`config.mk`:
```
export PLATFORM = sky130hd
export DESIGN_NAME = sync_loadable_counter
export DESIGN_NICKNAME = d
export VERILOG_FILES = /design/src/rtl/sync_loadable_counter.sv
export SDC_FILE = /design/constraint.sdc
export NUM_CORES = 1
export LEC_CHECK = 0
export BUFFER_PORTS_ARGS = -buffer_cell sky130_fd_sc_hd__clkbuf_2
export CORE_AREA = 4 4 41 43
export CTS_CLUSTER_SIZE = 24
export DETAILED_ROUTE_END_ITERATION = 16
export DIE_AREA = 0 0 45 47
export PLACE_DENSITY = 0.49
export SLEW_MARGIN = 20
export SYNTH_ARGS = -nofsm -noshare
export SYNTH_HDL_FRONTEND = slang
export SYNTH_SLANG_ARGS = --single-unit
export TNS_END_PERCENT = 5
```
`constraint.sdc`:
```
create_clock -name clk -period 1.85 [get_ports clk]
set_clock_uncertainty 0.2 [all_clocks]
set_input_delay 0 -clock clk [delete_from_list [all_inputs] [get_ports clk]]
set_output_delay 0 -clock clk [all_outputs]
set_load 0.03 [all_outputs]
```
`src/rtl/sync_loadable_counter.sv`:
```
module sync_loadable_counter #(
  parameter int W = 4,
  parameter int WRAP = 0,
  parameter logic [W-1:0] RELOAD = W'(5),
  parameter logic [W-1:0] DEC_MASK = W'(10)
) (
  input  logic         clk,
  input  logic         clr_n,
  input  logic         load_n,
  input  logic         en_p,
  input  logic         en_t,
  input  logic         up,
  input  logic [W-1:0] din,
  output logic [W-1:0] q,
  output logic         carry
);
  logic at_end, dec_hit, wrap_ld;

  assign at_end  = up ? (&q) : ~(|q);
  assign carry   = en_t & at_end;
  assign dec_hit = (WRAP == 2) && ((q & DEC_MASK) == DEC_MASK);
  assign wrap_ld = (WRAP == 1) && carry;

  always_ff @(posedge clk) begin
    if (!clr_n || dec_hit)  q <= '0;
    else if (!load_n)       q <= din;
    else if (wrap_ld)       q <= RELOAD;
    else if (en_p && en_t)  q <= up ? q + W'(1) : q - W'(1);
  end
endmodule

```
After elaboration in Yosys (flattened, before gate mapping)
Cells that the tools add are included.
{"block": "totals", "regBits": 4, "output_inout_bits": 5}
{"block": "classes", "addsub": 2, "n_eq_ne": 1, "mux": 4, "n_bitwise": 2, "reduce_logical": 3}
{"cell": "4-bit two-way mux", "n": 3}
{"cell": "4-bit by 1-bit adder with 4-bit output (second input constant)", "n": 1}
{"cell": "4-bit AND reduction", "n": 1}
{"cell": "4-bit OR reduction", "n": 1}
{"cell": "4-bit by 1-bit subtractor with 4-bit output (second input constant)", "n": 1}
{"cell": "2-bit by 1-bit != test with 1-bit output (second input constant)", "n": 1}
{"cell": "1-bit AND", "n": 1}
{"cell": "1-bit logical AND", "n": 1}
{"cell": "1-bit two-way mux", "n": 1}
{"cell": "1-bit NOT", "n": 1}

Logic depth before layout (Yosys ltp)
{"block": "depth", "ltp_word": 4, "depth_mapped": 5, "ltp_nobuf": 5}

Worst setup path before layout
OpenSTA, ideal clock, no wires.
{"block": "synth_timing", "path_type": "reg-to-reg", "start": "reg q[2]", "end": "reg q[3]", "arrival_ns": 1.323, "required_time_ns": 1.558, "slack_ns": 0.234, "path_stages_with_launch": 5, "synth_period_minus_slack_ns": 1.616, "path_cell_list": "dfxtp_1 ha_1 a21oi_1 a21oi_1 o32ai_1"}
{"block": "synth_via", "elab_chain_cells": 4, "word_cells_on_any_way": 5, "cone_classes": "add/sub (2); mux (3)"}
{"element": "from (decl)", "line": "14", "text": "output logic [W-1:0] q,"}
{"element": "from (signal assigned)", "line": "26", "text": "else if (!load_n) q <= din;"}
{"element": "from (signal assigned)", "line": "28", "text": "else if (en_p && en_t) q <= up ? q + W'(1) : q - W'(1);"}
{"element": "4-bit by 1-bit subtractor with 4-bit output / 4-bit by 1-bit adder with 4-bit output (equally long branches)", "line": "28"}
{"element": "4-bit two-way mux (*) (2 in series)", "line": "28"}
{"element": "4-bit two-way mux (*)", "line": "26"}
Every way passes the cells marked *; elsewhere a longest branch is shown, timed or not. The select of a mux whose other input is x is not followed.
A chain may end at the register's enable or synchronous reset.

Worst setup path in the final report
{"block": "layout_timing", "start": "reg q[0]", "end": "out carry"}
{"block": "layout_via", "elab_chain_cells": 4, "word_cells_on_any_way": 5, "cone_classes": "mux (1); bitwise (2); reduce/logical (2)"}
{"element": "4-bit OR reduction", "line": "19", "text": "assign at_end = up ? (&q) : ~(|q);"}
{"element": "1-bit NOT", "line": "19"}
{"element": "1-bit two-way mux (*)", "line": "19"}
{"element": "1-bit AND (*)", "line": "20", "text": "assign carry = en_t & at_end;"}
{"element": "to (decl)", "line": "15", "text": "output logic carry"}
Every way passes the cells marked *; elsewhere a longest branch is shown, timed or not.

==> results.md <==
- Outcome: completed
- Pin count of the biggest net entering global routing: 10
- MaxCap Viol Count: 0
- Antenna violations before repair: 0
- Seq pwr share: between 30 and 40%
- Min-delay worst type: primary input to flop
- Largest fanout on the critical path: 6
- Clock network power share: roughly 34%
- Total global-route track usage: between 10% and 20%
- Grt total ovfl: 0
- NetSw: approximately 0.0001 W
- Antenna cells: 0
- Die height: ~47 um
- Final Worst Setup Slack: ~110 ps
- Crit path largest cell delay: between 500 and 600 ps
- Max-slew headroom: 82.87%
- Via/cell ratio: roughly 4.6
- Max Clock Freq: just under 0.6 GHz
- Pre-CTS setup slack: 334.7 ps
- Cell area after synthesis: roughly 300 um^2
- Max FFs per register: 4
- Die width: ~45 um
- CP Capture Type: output port
- IO Pins: 15
- Final hold viol count: 0
- Total CTS buffers: 3
- Synthesized flop and latch total: 4
- Logic pwr share: roughly a third
- TritonRoute pass-1 iters: 2
- Synthesis-to-layout area growth: 71.90%
- Area of the core: 1301 um^2
- Vias in the first global route: ~370
- RSZ-0062 raised after global routing: no
- Crit path required time: between 1500 and 2000 ps
- Dominant delay contributor by cell family on the critical path: simple AND/OR/NAND/NOR gates
- Global-route wire length before repair: about 1.6 mm
- Largest registers: q (4)
- Slew @ Worst Pin: ~260 ps
- Worst VDD drop: approximately 0.00028 V
- Highest-count cells in the layout ignoring fill and taps: clkbuf_2, dlygate4sd3_1, nor2_1, dfxtp_1
- Max-slew violation count: 0
- RePlAce Congestion: approximately 0.77
- Initial DRC Count: 1
- Clock Path Buffers: 2
- Final period util: 93.79%
- Die ar.: about 2100 um^2
- Worst endpoint data arrival time: ~1500 ps
- Worst setup SP type: flop
- Sw Ratio: 31.68%
- Critical path class: flop to output port
- Crit-path slowest cell: or4_1
- Share of cells above drive strength 1: around a quarter
- Fin nets: 79
- CTS clock-pin slew for the worst setup and hold paths: 40 ps
- Top reg by flops: q
- Avg Cell Area, Syn: a little over 8 um^2
- Area after DPL: approximately 390 um^2
- Port buffer count: 14
- Drt drc: 0
- Count of different cell masters after synthesis: 22
- Setup TNS Final: 0 ps
- CTS sink cnt: 4
- Post-synthesis sequential area ratio: between 20% and 30%
- H-tree levels: 1
- Pleak: ~0.25 nW
- Skew-Pair Late Insertion Delay: ~230 ps
- Crit-path cells: or4_1 -> nor2_1 -> o21a_1 -> clkbuf_2
- Cells after Synth: 37
- Setup violators final: 0
- Post-Syn Nets: 50
- Power Dens Cells: around 610 nW/um^2
- Design area: around 520 um^2
- Total Wirelength: around 900 um
- P_int: 0.0002165 W
- CTS tree: done
- Ys Warns: 0
- ANT nets after route: 0
- Buf/Inv on CP: 1
- Commonest non-fill, non-tap cell in the layout: clkbuf_2
- Routed via count: around 360
- FP Rows: 13
- Drt wl/cell: between 10 and 15 um
- Starting density of the core: a little under a quarter
- Tmin final: approximately 1700 ps
- CTS Root Cell: clkbuf_4
- Layout Utilization: 40.00%
## area by class of cell
cell class / instances / area [um^2]
clock buffers: 3 / 22.52
fillers: 139 / 780.7
inverters: 2 / 7.507
multi-input cells: 30 / 211.5
flip-flops and latches: 4 / 80.08
well taps: 15 / 18.77
repair buffers: 25 / 180.2
## routing by layer
layer | track usage [%] | share of wire (%)
met3 | 2.299 | 5.2
met2 | 16.38 | 49
met5 | 0 | 0
met1 | 13.44 | 45
met4 | 7.018 | 0.57
## tightest hold or removal path, cell delays in order
cell	delay, ps
clkbuf_2	120
xor2_1	80
a21oi_1	120
o32ai_1	90
## power by group through the flow
stage          Combinational, W  Clock [W]  Sequential (W)
2_1_floorplan         0.0000444          0        0.000117
3_3_place_gp          0.0000865          0        0.000106
3_5_place_dp          0.0000845          0        0.000106
4_1_cts                0.000103   0.000114        0.000105
5_1_grt                0.000114   0.000121        0.000106
6_report               0.000103   0.000109        0.000105
## path summary, 6_finish.rpt
check,from,endpoint,slack [ps],cells after the start
setup / recovery,q[0],carry,110,4
hold / removal,up,q[3],20,4
setup reg to reg,q[0],q[1],330,3
hold reg to reg,q[1],q[1],390,2
## cells by family (layout without fill, tap and decap cells)
logic type / Yosys count / in the layout / share of synthesized area (%)
AND/OR/NAND/NOR: 14 / 14 / 23.56
AO/OA/AOI/OAI: 10 / 10 / 22.73
flip-flops: 4 / 4 / 26.45
adder cells (fa/ha/maj): 3 / 3 / 14.87
XOR/XNOR: 3 / 3 / 8.679
buffers and inverters: 3 / 30 / 3.719
## cells in the mapped netlist, drive strengths merged
cell type	instances	area share, %
nand4	2	4.1
and3	1	2.1
a31oi	1	2.1
nand2	2	2.5
a311oi	1	2.9
a211oi	1	2.5
fa	1	6.6
o21a	1	2.5
xor2	3	8.7
a21o	1	2.5
dfxtp	4	26
a21oi	3	5.0
clkbuf	1	1.2
inv	2	2.5
nand3	2	3.3
nand2b	1	2.1
nor2b	1	2.1
nor2	4	5.0
o211ai	1	2.5
ha	2	8.3
o32ai	1	2.9
or4	1	2.5
## through the flow
stage / power [W] / instances / hold slack, ps
final: 0.0003169 / 79 / 21.08
after global routing: 0.0003419 / 79 / 60.89
after CTS: 0.0003213 / 79 / 16.52
after detailed placement: 0.0001906 / 65 / 54.35
after global placement: 0.0001929 / 65 / 46.11
after floorplan: 0.0001615 / 37 / -50.38
## repair_timing
item / CTS / global route
hold buffers: 11 / 0
hold endpoints to repair: 4 / 0
buffers inserted: 0 / 0
resized for setup: 0 / 0
Power figures use the tool's default switching activity.
